[config.mk]
export PLATFORM = sky130hd
export DESIGN_NAME = sample_averager
export DESIGN_NICKNAME = d
export VERILOG_FILES = /design/src/rtl/avg_pkg.sv /design/src/rtl/avg_accum.sv /design/src/rtl/avg_divider.sv /design/src/rtl/avg_publish.sv /design/src/rtl/sample_averager.sv
export SDC_FILE = /design/constraint.sdc
export NUM_CORES = 1
export LEC_CHECK = 0
export CAP_MARGIN = 25
export CORE_AREA = 8 8 150 124
export CTS_CLUSTER_DIAMETER = 60
export CTS_CLUSTER_SIZE = 10
export DETAILED_ROUTE_END_ITERATION = 10
export DIE_AREA = 0 0 158 132
export HOLD_SLACK_MARGIN = 0.08
export PLACE_DENSITY_LB_ADDON = 0.25
export SYNTH_ARGS = -nofsm -noshare
export SYNTH_HDL_FRONTEND = slang
export SYNTH_SLANG_ARGS = --single-unit
[constraint.sdc]
create_clock -name clk -period 5.8 [get_ports clk]
set_clock_uncertainty 0.1 [all_clocks]
set_input_delay 0.87 -clock clk [delete_from_list [all_inputs] [get_ports clk]]
set_output_delay 0.87 -clock clk [all_outputs]
set_load 0.1 [all_outputs]
[src/rtl/avg_pkg.sv]
package avg_pkg;
    localparam int SMP_W = 9;
    localparam int CFG_W = 8;
    localparam int ACC_W = SMP_W + CFG_W;
    localparam int CNT_W = CFG_W + 1;

    typedef enum logic {
        DV_IDLE = 1'b0,
        DV_RUN  = 1'b1
    } div_state_e;
endpackage

[src/rtl/avg_accum.sv]
module avg_accum #(
    parameter int SMP_W = avg_pkg::SMP_W,
    parameter int CFG_W = avg_pkg::CFG_W
) (
    input  logic                     clk,
    input  logic                     rst,
    input  logic                     smp_valid,
    input  logic [SMP_W-1:0]         smp_data,
    input  logic [CFG_W-1:0]         avg_cfg,
    output logic                     win_done,
    output logic [SMP_W+CFG_W-1:0]   win_sum,
    output logic [CFG_W:0]           win_n
);
    localparam int ACC_W = SMP_W + CFG_W;
    localparam int CNT_W = CFG_W + 1;

    logic [CFG_W-1:0] cfg_q;
    logic [CFG_W-1:0] cnt;
    logic [ACC_W-1:0] sum;
    logic [ACC_W-1:0] sum_next;

    assign sum_next = sum + ACC_W'(smp_data);

    always_ff @(posedge clk) begin
        if (rst) begin
            cfg_q    <= '0;
            cnt      <= '0;
            sum      <= '0;
            win_done <= 1'b0;
            win_sum  <= '0;
            win_n    <= '0;
        end else begin
            win_done <= 1'b0;
            if (avg_cfg != cfg_q) begin
                cfg_q <= avg_cfg;
                cnt   <= '0;
                sum   <= '0;
            end else if (smp_valid) begin
                if (cnt == cfg_q) begin
                    win_done <= 1'b1;
                    win_sum  <= sum_next;
                    win_n    <= CNT_W'(cfg_q) + CNT_W'(1);
                    cnt      <= '0;
                    sum      <= '0;
                end else begin
                    cnt <= cnt + CFG_W'(1);
                    sum <= sum_next;
                end
            end
        end
    end

    // the position inside the window never passes the configured length
    a_r1_cnt_bound: assert property (@(posedge clk) disable iff (rst)
        cnt <= cfg_q);

    // a closed window always reports a length of at least one
    a_r1_len_nonzero: assert property (@(posedge clk) disable iff (rst)
        win_done |-> (win_n != '0));

    // a configuration change leaves an empty window behind
    a_r6_restart: assert property (@(posedge clk) disable iff (rst)
        (avg_cfg != cfg_q) |=> (cnt == '0 && sum == '0 && !win_done));
endmodule

[src/rtl/avg_divider.sv]
module avg_divider #(
    parameter int DVD_W = avg_pkg::ACC_W,
    parameter int DVS_W = avg_pkg::CNT_W,
    parameter int Q_W   = avg_pkg::SMP_W
) (
    input  logic             clk,
    input  logic             rst,
    input  logic             start,
    input  logic [DVD_W-1:0] dividend,
    input  logic [DVS_W-1:0] divisor,
    output logic             done,
    output logic [Q_W-1:0]   quotient
);
    import avg_pkg::*;

    localparam int STEPS  = DVD_W;
    localparam int STEP_W = $clog2(STEPS + 1);
    localparam int PROD_W = DVD_W + DVS_W + 1;

    div_state_e       state;
    logic [STEP_W-1:0] step;
    logic [DVS_W-1:0] rem;
    logic [DVS_W-1:0] dvs;
    logic [DVD_W-1:0] dvd;
    logic [DVD_W-1:0] num;

    logic [DVS_W:0]   trial;
    logic             nxt_bit;
    logic [DVS_W-1:0] nxt_rem;

    always_comb begin
        trial   = {rem, dvd[DVD_W-1]};
        nxt_bit = (trial >= {1'b0, dvs});
        nxt_rem = nxt_bit ? DVS_W'(trial - {1'b0, dvs}) : trial[DVS_W-1:0];
    end

    always_ff @(posedge clk) begin
        if (rst) begin
            state    <= DV_IDLE;
            step     <= '0;
            rem      <= '0;
            dvs      <= '0;
            dvd      <= '0;
            num      <= '0;
            done     <= 1'b0;
            quotient <= '0;
        end else begin
            done <= 1'b0;
            case (state)
                DV_IDLE: begin
                    if (start) begin
                        dvd   <= dividend;
                        num   <= dividend;
                        dvs   <= divisor;
                        rem   <= '0;
                        step  <= '0;
                        state <= DV_RUN;
                    end
                end
                default: begin
                    rem <= nxt_rem;
                    dvd <= {dvd[DVD_W-2:0], nxt_bit};
                    if (step == STEP_W'(STEPS - 1)) begin
                        state    <= DV_IDLE;
                        done     <= 1'b1;
                        quotient <= {dvd[Q_W-2:0], nxt_bit};
                    end else begin
                        step <= step + STEP_W'(1);
                    end
                end
            endcase
        end
    end

    // quotient and remainder reconstruct the dividend, remainder below divisor
    a_r2_exact_division: assert property (@(posedge clk) disable iff (rst)
        done |-> ((PROD_W'(quotient) * PROD_W'(dvs) + PROD_W'(rem) == PROD_W'(num))
                  && (rem < dvs)));

    // a start request always launches the iteration
    a_r3_start_runs: assert property (@(posedge clk) disable iff (rst)
        (start && state == DV_IDLE) |=> (state == DV_RUN));

    // a result is signalled for a single cycle
    a_r3_done_pulse: assert property (@(posedge clk) disable iff (rst)
        done |=> !done);
endmodule

[src/rtl/avg_publish.sv]
module avg_publish #(
    parameter int SMP_W = avg_pkg::SMP_W
) (
    input  logic             clk,
    input  logic             rst,
    input  logic             res_valid,
    input  logic [SMP_W-1:0] res_value,
    input  logic             freeze,
    input  logic             rd_pulse,
    output logic [SMP_W-1:0] cur_value,
    output logic             new_flag
);
    logic take;

    assign take = res_valid && !freeze;

    always_ff @(posedge clk) begin
        if (rst) begin
            cur_value <= '0;
            new_flag  <= 1'b0;
        end else if (take) begin
            cur_value <= res_value;
            new_flag  <= 1'b1;
        end else if (rd_pulse) begin
            new_flag  <= 1'b0;
        end
    end

    // a frozen edge leaves the published reading untouched
    a_r5_freeze_value: assert property (@(posedge clk) disable iff (rst)
        freeze |=> $stable(cur_value));

    // a frozen edge never raises the flag
    a_r5_freeze_flag: assert property (@(posedge clk) disable iff (rst)
        freeze |=> !$rose(new_flag));

    // a publish sets the flag and carries the divider's result, even with a read
    a_r4_set_wins: assert property (@(posedge clk) disable iff (rst)
        (res_valid && !freeze) |=> (new_flag && cur_value == $past(res_value)));

    // a read with no publish clears the flag
    a_r4_read_clears: assert property (@(posedge clk) disable iff (rst)
        (rd_pulse && !(res_valid && !freeze)) |=> !new_flag);
endmodule

[src/rtl/sample_averager.sv]
module sample_averager #(
    parameter int SMP_W = avg_pkg::SMP_W,
    parameter int CFG_W = avg_pkg::CFG_W
) (
    input  logic             clk,
    input  logic             rst,
    input  logic             smp_valid,
    input  logic [SMP_W-1:0] smp_data,
    input  logic [CFG_W-1:0] avg_cfg,
    input  logic             rd_pulse,
    input  logic             freeze,
    output logic [SMP_W-1:0] cur_value,
    output logic             new_flag
);
    localparam int ACC_W = SMP_W + CFG_W;
    localparam int CNT_W = CFG_W + 1;

    logic             win_done;
    logic [ACC_W-1:0] win_sum;
    logic [CNT_W-1:0] win_n;
    logic             div_done;
    logic [SMP_W-1:0] div_q;

    avg_accum #(.SMP_W(SMP_W), .CFG_W(CFG_W)) u_accum (
        .clk       (clk),
        .rst       (rst),
        .smp_valid (smp_valid),
        .smp_data  (smp_data),
        .avg_cfg   (avg_cfg),
        .win_done  (win_done),
        .win_sum   (win_sum),
        .win_n     (win_n)
    );

    avg_divider #(.DVD_W(ACC_W), .DVS_W(CNT_W), .Q_W(SMP_W)) u_div (
        .clk      (clk),
        .rst      (rst),
        .start    (win_done),
        .dividend (win_sum),
        .divisor  (win_n),
        .done     (div_done),
        .quotient (div_q)
    );

    avg_publish #(.SMP_W(SMP_W)) u_pub (
        .clk       (clk),
        .rst       (rst),
        .res_valid (div_done),
        .res_value (div_q),
        .freeze    (freeze),
        .rd_pulse  (rd_pulse),
        .cur_value (cur_value),
        .new_flag  (new_flag)
    );
endmodule

==> results by group <==
Outcome
  • Status: finished clean

Layout
  • Util after Layout: 42.5%
  • Commonest non-fill, non-tap cells in the layout: 121 x dfxtp_1, 86 x nor2_1, 75 x nand2_1
  • Most common cell after layout, fill and taps aside: dfxtp_1
  • Layout cells sized above 1: 8.48%
  • P&R area growth vs syn: 17.9%
  • Final-stage net count: 729
  • Ant. Diodes: 0
  • Final Instance Area: 6890 µm²

Die
  • Starting Density: 36.1%
  • DIE AREA: 20900 µm²
  • Die X: 158 µm
  • IO Count: 32
  • Die Ht: 132 µm
  • Row count: 42
  • Core area: 16200 µm²

STA
  • Final Cycle Share: 54.3%
  • Max Freq: 0.318 GHz
  • Setup tns final: 0 ns
  • Worst Tran Pin Value: 0.984 ns
  • Final hold viol count: 0
  • Post-layout min period: 3.15 ns
  • Slew Viols, Final: 0
  • Final hold slack: 0.352 ns
  • Headroom to the max-slew limit: 34.2%
  • RSZ-0062 raised after global routing: false
  • Final setup violation count: 0

Global routing
  • Met3 GRT Util: 3.67%
  • Largest net degree at the start of global routing: 55
  • Met2 Use GR: 19.6%
  • Global route total overflow: 0
  • Vias in the first global route: 4505
  • Busiest grt layer: met2
  • Met1 Use GR: 15.5%
  • Total track usage: 12.3%
  • First-pass GRT wire length: 21000 µm
  • Initial antenna violation count: 0

Synthesis
  • Post-synth ARST share: 0%
  • Synth top area share: 41.5%
  • Cells after Synth: 666
  • Post-Syn Area: 5840 µm²
  • Average footprint of a synthesized cell: 8.77 µm²
  • Cell taking the most area after synthesis: dfxtp_1
  • Synth cell types: 49
  • Main area contributors after synthesis: dfxtp_1 41%, mux2i_1 5.7%, nor2_1 5.5%
  • Main synth FF type: dfxtp_1
  • Sequential area share after synthesis: 41.5%
  • Number of flops mapped to enable cells by yosys: 0
  • Yosys warns: 0
  • Net Count, Synth: 712
  • Synth Register Bits: 121

Worst hold path
  • Worst Hold Path Cells: 2
  • Hold EP: u_pub.cur_value[8]
  • HP Class: flop to flop
  • HP Start: u_div.quotient[8]

Flow run
  • Max-cap violation count: 0

Clock network
  • Num CTS Buffers: 17
  • CTS resizes: 0
  • Post-CTS Setup Bufs: 0
  • Clock transition at path regs: 0.06 ns
  • Skew-Pair Late Insertion Delay: 0.41 ns
  • Clk sinks: 121
  • H-tree depth: 4
  • Hold buffers post-CTS: 0
  • Clock buffer depth: 2
  • Root Driver: clkbuf_16
  • Clock tree from TritonCTS: done

Worst setup path
  • RR Startpoint: u_accum.sum[0]
  • Crit Path Class: input pin to flop
  • Req. time, crit path: 6.02 ns
  • R2R Setup Slk: 3.25 ns
  • Worst EP arrival: 3.37 ns
  • Reg-to-Reg End: u_accum.win_sum[12]
  • R2R cell count: 8
  • Worst-path fanout max: 6
  • Startpoint Class: input pin
  • Crit. End Element: flop

Pwr
  • Worst VDD drop: 229 µV
  • Total power: 1.97 mW
  • Power per Cell Area: 286 nW/µm²
  • Leak Pwr: 2.44 nW

Drt
  • Routed wire per std cell: 13.3 µm
  • Antenna Violating Nets Remaining: 0
  • Initial DRC count: 193
  • Via Count: 4529
  • Pre-antenna DRT Iters: 4
  • DRT Wirelength: 12200 µm
  • DR DRC count: 0
  • Via density per instance: 4.94

Placement
  • Final HPWL DP: 8630 µm
  • IO Port Bufs: 31
  • GP Congestion: 0.790
  • Placed Area: 6260 µm²
==> cell usage after synthesis, drive strengths merged, types with 2 or more instances <==
library cell,count
a211oi,20
o21a,3
xnor2,17
nand2b,12
o22a,3
mux2,2
a32oi,4
o22ai,2
mux2i,33
nor2b,16
o211ai,4
nand2,75
xor2,36
nor2,87
a21oi,59
nand3,19
a21o,4
nor3,7
nand4,7
nor4,4
fa,2
inv,16
a21boi,2
or3,2
dfxtp,121
and3,8
a22oi,11
ha,22
clkbuf,21
a311oi,2
buf,18
o21ai,19
==> power by group <==
| group | switching (mW) | internal, mW |
|---|---|---|
| Clock | 0.374 | 0.684 |
| Combinational | 0.0385 | 0.0290 |
| Sequential | 0.00572 | 0.835 |
==> flip-flops by register name, summed over array words and instances, names as in the netlist, 9 cells and up <==
name             cells
u_accum.sum         17
u_accum.win_n        9
u_accum.win_sum     17
u_div.dvd           17
u_div.dvs            9
u_div.quotient       9
u_div.rem            9
u_pub.cur_value      9
==> worst max-delay path, stage by stage <==
cell and delay, ns:
clkdlybuf4s50_1 0.42, ha_1 0.24, fa_1 0.43, a211oi_1 0.26
o21ai_0 0.24, a21o_1 0.30, and3_1 0.25, xnor2_1 0.13
a211oi_1 0.23
==> logic make-up after synthesis <==
kind of cell	count (synthesis)	synth area share [%]
fa+ha+maj	24	5.40
buf+inv	55	4.30
mux	35	6.04
flops	121	41.5
simple gates	242	19.4
compound gates	136	15.4
xor+xnor	53	7.95
==> worst max path at each step <==
| stage | from | to | slack [ns] | depth (start not counted) |
|---|---|---|---|---|
| 2_1_floorplan | smp_data[0] | u_accum.win_sum[14] | 2.99 | 8 |
| 3_3_place_gp | smp_valid | u_accum.sum[15] | 2.11 | 6 |
| 3_5_place_dp | smp_valid | u_accum.sum[15] | 1.85 | 6 |
| 4_1_cts | smp_valid | u_accum.sum[15] | 2.29 | 6 |
| 5_1_grt | smp_data[0] | u_accum.win_sum[12] | 2.53 | 9 |
| 6_report | smp_data[0] | u_accum.win_sum[12] | 2.65 | 9 |
==> per-stage QoR <==
stage	instances	worst slack, ns
final	916	2.65
after global routing	916	2.53
after CTS	914	2.29
after detailed placement	882	1.85
after global placement	882	2.11
after floorplan	666	2.99
==> metal layers <==
metal / share of wire, % / vias up / wire length (µm)
li1: - / 2330 / -
met1: 49 / 2139 / 6040
met2: 46 / 47 / 5640
met3: 3.0 / 13 / 364
met4: 1.3 / 0 / 155
met5: 0 / - / 0
==> layout make-up <==
type | instances | area (µm²)
Inverter | 16 | 60.1
Clock inverter | 12 | 150
Clock buffer | 20 | 447
Fill cell | 1664 | 9300
Timing Repair Buffer | 37 | 363
Multi-Input combinational cell | 490 | 3170
Tap cell | 220 | 275
Sequential cell | 121 | 2420
No activity file was read; power rests on OpenSTA's default activity.
